[config.mk]
export PLATFORM = sky130hd
export DESIGN_NAME = sdram_init_seq
export DESIGN_NICKNAME = d
export VERILOG_FILES = /design/src/rtl/sdram_init_seq.sv
export SDC_FILE = /design/constraint.sdc
export NUM_CORES = 1
export LEC_CHECK = 0
export BUFFER_PORTS_ARGS = -buffer_cell sky130_fd_sc_hd__buf_2
export CAP_MARGIN = 30
export CORE_MARGIN = 2
export CORE_UTILIZATION = 59
export CTS_BUF_LIST = sky130_fd_sc_hd__clkbuf_2
export DETAILED_ROUTE_END_ITERATION = 16
export GPL_ROUTABILITY_DRIVEN = 1
export PLACE_DENSITY = 0.91
export SLEW_MARGIN = 5
export SYNTH_ARGS = -nofsm -noshare
export SYNTH_HDL_FRONTEND = slang
export SYNTH_SLANG_ARGS = --single-unit
[constraint.sdc]
create_clock -name clk -period 2.9 [get_ports clk]
set_clock_uncertainty 0.05 [all_clocks]
set_input_delay 0.145 -clock clk [delete_from_list [all_inputs] [get_ports clk]]
set_output_delay 0.145 -clock clk [all_outputs]
set_load 0.005 [all_outputs]
[src/rtl/sdram_init_seq.sv]
module sdram_init_seq #(
  parameter int ADDR_W  = 13,
  parameter int BA_W    = 3,
  parameter int CNT_W   = 16,
  parameter int PWR_CYC = 200,
  parameter int RP_CYC  = 4,
  parameter int RFC_CYC = 20,
  parameter int MRD_CYC = 4,
  parameter int NUM_REF = 2,
  parameter logic [ADDR_W-1:0] MODE_VAL = ADDR_W'(12'h032),
  parameter logic [BA_W-1:0]   MODE_BA  = '0
) (
  input  logic              clk,
  input  logic              rst_n,
  output logic              cs_n,
  output logic              ras_n,
  output logic              cas_n,
  output logic              we_n,
  output logic [BA_W-1:0]   ba,
  output logic [ADDR_W-1:0] addr,
  output logic              init_done
);
  localparam int AP_BIT = 10;
  localparam int RW = $clog2(NUM_REF + 1);
  localparam logic [CNT_W-1:0] PWR_LD = CNT_W'(PWR_CYC - 1);
  localparam logic [CNT_W-1:0] RP_LD  = CNT_W'(RP_CYC - 1);
  localparam logic [CNT_W-1:0] RFC_LD = CNT_W'(RFC_CYC - 1);
  localparam logic [CNT_W-1:0] MRD_LD = CNT_W'(MRD_CYC - 1);
  localparam logic [RW-1:0]    REF_N  = RW'(NUM_REF);

  localparam logic [3:0] C_NOP = 4'b0111;
  localparam logic [3:0] C_PRE = 4'b0010;
  localparam logic [3:0] C_REF = 4'b0001;
  localparam logic [3:0] C_MRS = 4'b0000;

  typedef enum logic [3:0] {
    S_IDLE, S_PWR, S_PRE, S_WRP, S_REF, S_WRFC, S_MRS, S_WMRD, S_DONE
  } st_t;

  st_t              st;
  logic [CNT_W-1:0] cnt;
  logic [RW-1:0]    refs;
  logic [3:0]       cmd;
  wire              cnt_end = (cnt == '0);

  always_ff @(posedge clk or negedge rst_n) begin
    if (!rst_n) begin
      st   <= S_IDLE;
      cnt  <= '0;
      refs <= '0;
    end else begin
      case (st)
        S_IDLE: begin st <= S_PWR; cnt <= PWR_LD; end
        S_PWR:  if (cnt_end) st <= S_PRE; else cnt <= cnt - 1'b1;
        S_PRE:  begin st <= S_WRP; cnt <= RP_LD; end
        S_WRP:  if (cnt_end) st <= S_REF; else cnt <= cnt - 1'b1;
        S_REF:  begin st <= S_WRFC; cnt <= RFC_LD; refs <= refs + 1'b1; end
        S_WRFC: if (cnt_end) st <= (refs == REF_N) ? S_MRS : S_REF;
                else cnt <= cnt - 1'b1;
        S_MRS:  begin st <= S_WMRD; cnt <= MRD_LD; end
        S_WMRD: if (cnt_end) st <= S_DONE; else cnt <= cnt - 1'b1;
        S_DONE: st <= S_DONE;
        default: st <= S_IDLE;
      endcase
    end
  end

  assign cmd = (st == S_PRE) ? C_PRE :
               (st == S_REF) ? C_REF :
               (st == S_MRS) ? C_MRS : C_NOP;
  assign {cs_n, ras_n, cas_n, we_n} = cmd;
  assign addr = (st == S_PRE) ? (ADDR_W'(1) << AP_BIT) :
                (st == S_MRS) ? MODE_VAL : '0;
  assign ba        = (st == S_MRS) ? MODE_BA : '0;
  assign init_done = (st == S_DONE);

  wire bus_nop = ({cs_n, ras_n, cas_n, we_n} == C_NOP);
  wire bus_pre = ({cs_n, ras_n, cas_n, we_n} == C_PRE);
  wire bus_ref = ({cs_n, ras_n, cas_n, we_n} == C_REF);
  wire bus_mrs = ({cs_n, ras_n, cas_n, we_n} == C_MRS);

  logic [RW:0] seen_ref;
  always_ff @(posedge clk or negedge rst_n) begin
    if (!rst_n) seen_ref <= '0;
    else if (bus_ref) seen_ref <= seen_ref + 1'b1;
  end


  pre_all_banks_chk: assert property (@(posedge clk) disable iff (!rst_n)
    bus_pre |-> addr[AP_BIT]);


  pre_then_wait_chk: assert property (@(posedge clk) disable iff (!rst_n)
    bus_pre |=> bus_nop);


  mrs_after_refs_chk: assert property (@(posedge clk) disable iff (!rst_n)
    bus_mrs |-> (seen_ref == (RW+1)'(NUM_REF)));


  done_after_wait_chk: assert property (@(posedge clk) disable iff (!rst_n)
    $rose(init_done) |-> $past(bus_nop));


  done_sticky_chk: assert property (@(posedge clk) disable iff (!rst_n)
    init_done |=> (init_done && bus_nop));
endmodule

## Word-level counts from Yosys, hierarchy flattened

Cells that the tools add are included.
W data, S select, Z words.

| storage, ports and cells | value |
|---|---|
| memories | 0 |
| memory bits (read-only) | 0 |
| word-level logic and storage cells | 39 |
| output and inout port bits | 21 |
| memory bits (writable) | 0 |
| input port bits | 2 |
| register bits | 22 |
| latch bits | 0 |

| cells by class | value |
|---|---|
| order comparisons | 0 |
| $add $sub $neg | 2 |
| equality and inequality tests | 14 |
| muxes and demuxes | 13 |
| div/mod/pow operators | 0 |
| multiply operators | 0 |
| bitwise gates (word level) | 0 |
| reduce and logical (&&, ||, !) cells | 7 |
| shift operators | 0 |

Operator list:

| operator | count |
|---|---|
| $pmux W16 S4 | 1 |
| $pmux W4 S9 | 1 |
| $eq A4 B3 Y1 const B | 4 |
| $logic_not A16 Y1 | 1 |
| $mux W16 | 1 |
| $mux W4 | 4 |
| $sub A16 B1 Y16 const B | 1 |
| $mux W11 | 1 |
| $ne A2 B2 Y1 const B | 5 |
| $mux W3 | 3 |
| $eq A4 B2 Y1 const B | 2 |
| $mux W6 | 1 |
| $eq A4 B1 Y1 const B | 1 |
| $eq A4 B4 Y1 const B | 1 |
| $logic_not A4 Y1 | 1 |
| $reduce_and A4 Y1 | 1 |
| $reduce_bool A4 Y1 | 1 |
| $reduce_or A4 Y1 | 1 |
| $add A2 B1 Y2 const B | 1 |
| $eq A2 B2 Y1 const B | 1 |
| $mux W2 | 1 |
| $reduce_and A2 Y1 | 1 |
| $reduce_or A2 Y1 | 1 |

## Depth between registers and ports, before layout

| logic depth | value |
|---|---|
| depth in word-level cells | 4 |
| mapped depth | 7 |
| mapped depth without buffers | 6 |

## Worst setup path after synthesis

Ideal clock, no wire load.

| timing path | value |
|---|---|
| path type | register to register |
| start point | register cnt[0] |
| end point | register cnt[4] |
| stages on the path, launching flop included | 7 |
| clock period less this slack | 2.008 ns |
| setup time | 0.126 ns |
| arrival | 1.832 ns |
| buffers on the path | 0 |
| setup slack | 0.892 ns |
| cells stage by stage | dfrtp_1 > inv_1 > ha_1 > or4b_4 > nor4_4 > a21oi_2 > a221o_1 |

| on the way | value |
|---|---|
| longest elaborated chain between the ends | 3 |
| elaborated cells between the ends (all ways) | 6 |

RTL lines:

| element | line | source |
|---|---|---|
| start: declaration | 41 | `logic [CNT_W-1:0] cnt;` |
| start signal: assignment | 59 | `else cnt <= cnt - 1'b1;` |
| $sub A16 B1 Y16 / $logic_not A16 Y1 (equally long branches) | - |  |
| $mux W16 / $ne A2 B2 Y1 (equally long branches) | - |  |
| $pmux W16 S4 / $reduce_and A2 Y1 (equally long branches) | - |  |

Parallel ways exist; a longest one is shown, timed or not. The select of a mux whose other input is x is not followed.
A chain may end at the register's enable or synchronous reset.

## Worst setup path in the final report

| timing path | value |
|---|---|
| start point | register cnt[0] |
| end point | register cnt[5] |

The elaborated chain is that of the path after synthesis.

==> impl_metrics.yaml <==
cts:
  cts-buffers-inserted: 3
  clockBufferDepth: 2
  cts_num_sinks: 22
  cts_max_level: 1
  cts-root-buf: "clkbuf_2"
  path_clk_slew_ns: 0.25
  post_cts_resized: 0
  cts_tree: "done"
  clk_latency_ns: 0.37
worst_setup_path:
  reg2reg_depth: 6
  crit_fanout: 10
  critPathKind: "register to register"
  timing.critical_path.buf_inv: 1
  worst_ep_required_time_ns: 3.14
  crit-reg2reg-launch: "cnt[0]"
  worstPathCellList: "inv_1 -> ha_1 -> nor4b_4 -> nand4_1 -> and2_0 -> a221o_1"
  worst_path_max_delay_cell: "nor4b_4"
  critical_path.top_delay_family: "simple AND/OR/NAND/NOR gates"
  crit_path_start: "cnt[0]"
  arrival_ns: 2.58
  crit_path_start_kind: "register"
  crit_cells: 6
  crit_path_end_kind: "register"
  rrSetupSlack_ns: 0.57
  worst_path_largest_cell_delay_ns: 0.48
placed_design:
  hpwl_um: 2570
  io_buffers: 9
  dpl.cell_count: 205
  routabilityCongestion: 0.890
layout:
  final_cell_mix: "22 x dfrtp_1, 15 x inv_1, 13 x conb_1, 12 x nand2_1, 10 x nor2_1"
  utilization_pct: 64.2
  instances_no_fill: 210
  finalNetCount: 185
  mostFrequentLayoutCell: "dfrtp_1"
  area_growth_pct: 3.16
  diodes: 0
  layout-drive-gt1-share_pct: 12.8
synth:
  yosys.area.top_type: "dfrtp_1"
  seq_area_frac_synth_pct: 35.7
  synth_top_area_share_pct: 35.7
  syn_inst: 175
  syn_area_per_cell_um2: 8.82
  synth_seq_cells: 22
  synth_warnings: 0
  synth_edf_count: 0
  async_flop_share_pct: 100
  ys_types: 51
  yosys-top-cells-area: "dfrtp_1 36%, buf_4 7.3%, inv_1 3.6%"
  synth_ff_type: "dfrtp_1"
  synth_area_um2: 1540
global_routing:
  overflow: 0
  grt_pass1_vias: 1230
  grt_max_degree: 25
  antenna_found_initial: 0
  grt_usage_pct: 26.0
  grt_pass1_wl_um: 5610
floorplanning:
  num_rows: 18
  fp.dieW_um: 55.1
  die_h_um: 55.1
  initial_core_util_pct: 62.3
  pin_count: 23
  die_area_um2: 3040
  core_area_um2: 2480
timing:
  holdWs_ns: 0.173
  fmax_mhz: 429
  period_share_pct: 80.4
  rsz0062_at_grt: "false"
  period_needed_ns: 2.33
  tightestPinTransition_ns: 0.759
  tns_ns: 0
  slew_headroom_pct: 48.9
  setup_violations: 0
  final_hold_viol_count: 0
  slew_viol_final: 0
detailed_routing:
  vias_per_cell: 6.64
  drt_iter0_markers: 77
  drt-total-wl_um: 3630
  drc_errors: 0
  vias: 1394
  dr.pass1.iters: 5
  detail-route-antenna-nets: 0
  wire_per_inst_um: 17.3
outcome:
  status: "completed"
power:
  switching_power_mw: 0.112
  fin_total_pwr_mw: 0.539
  ir_drop_mv: 0.443
  p_int_mw: 0.428
  clkPwrFrac_pct: 40.9
  p_seq_share_pct: 57.0
  leakage_nw: 0.708
  netSwitchingFraction_pct: 20.7
  powerDensity_nw_per_um2: 339
  combinationalPowerShare_pct: 2.1
worst_hold_path:
  hp-class: "input pin to async pin"
run:
  drv_cap: 0
## sequential cells by signal, indices dropped and copies added (netlist names)
| name | cells |
|---|---|
| cnt | 16 |
| st | 4 |
| refs | 2 |
## power groups by stage
| stage | clock [mW] | combinational, mW | sequential [mW] |
|---|---|---|---|
| floorplan | 0 | 0.0164 | 0.313 |
| CTS | 0.222 | 0.0114 | 0.307 |
| global route | 0.234 | 0.0146 | 0.308 |
| global placement | 0 | 0.0101 | 0.313 |
| detailed placement | 0 | 0.0104 | 0.313 |
| finish | 0.221 | 0.0113 | 0.307 |
## worst paths after layout
kind,endpoint
setup / recovery,cnt[5]
hold / removal,cnt[5]
setup reg to reg,cnt[5]
hold reg to reg,cnt[0]
max in group asynchronous,st[1]
min in group clk,cnt[0]
## logic make-up (layout without fill, tap and decap cells)
family	Yosys count	after routing	share of synthesized area [%]
adders and majority gates	2	2	1.62
buffers and inverters	39	32	13.8
DFF	22	22	35.7
and+or+nand+nor	64	64	26.0
xor gates and xnor gates	1	1	0.568
AOI/OAI and AO/OA	44	44	20.8
other	1	13	0.243
muxes	2	2	1.30
## per-layer routing
layer	GRT usage (%)	vias to the layer above	wire length [um]
met5	0	-	0
met4	7.32	0	89
met3	6.18	17	326
met2	42.9	78	1800
met1	33.8	663	1410
li1	-	636	-
## metrics by stage
stage / worst slack [ns] / cell area (um2)
finish: 0.569 / 1590
global route: 0.395 / 1590
detailed placement: 0.645 / 1540
global placement: 0.751 / 1540
CTS: 0.620 / 1590
floorplan: 0.892 / 1590
## layout make-up
cell class	instances	area (um2)
clock inverters	1	30.0
clock buffers	3	15.0
well taps	30	37.5
multi-input cells	126	825
inverters	15	56.3
fillers	208	886
repair buffers	13	77.6
flip-flops and latches	22	551
## cells in the mapped netlist (2+ instances only)
cell,count
nor3_1,3
ha_1,2
o22ai_1,2
nor4_1,3
and2_1,2
nor4_2,2
and4_1,2
a2111oi_0,2
o31ai_1,2
buf_2,2
and3_1,2
clkbuf_1,6
a211oi_1,2
a21boi_0,2
nand2_1,12
buf_4,15
a21oi_1,7
a211o_1,3
o21ai_0,5
a221o_1,2
a41o_1,2
or4_1,4
nand3_1,8
nand4_1,5
mux2i_1,2
nand2b_1,2
o211ai_1,4
a41oi_1,2
dfrtp_1,22
nor2_1,10
o311ai_0,2
inv_1,15
## timing repair
action	in CTS	in global routing
setup endpoints to repair	0	0
endpoints found under the hold margin	22	0
hold buffers	1	0
setup buffers	0	0
Note: power is estimated with default switching activity, not from simulation.
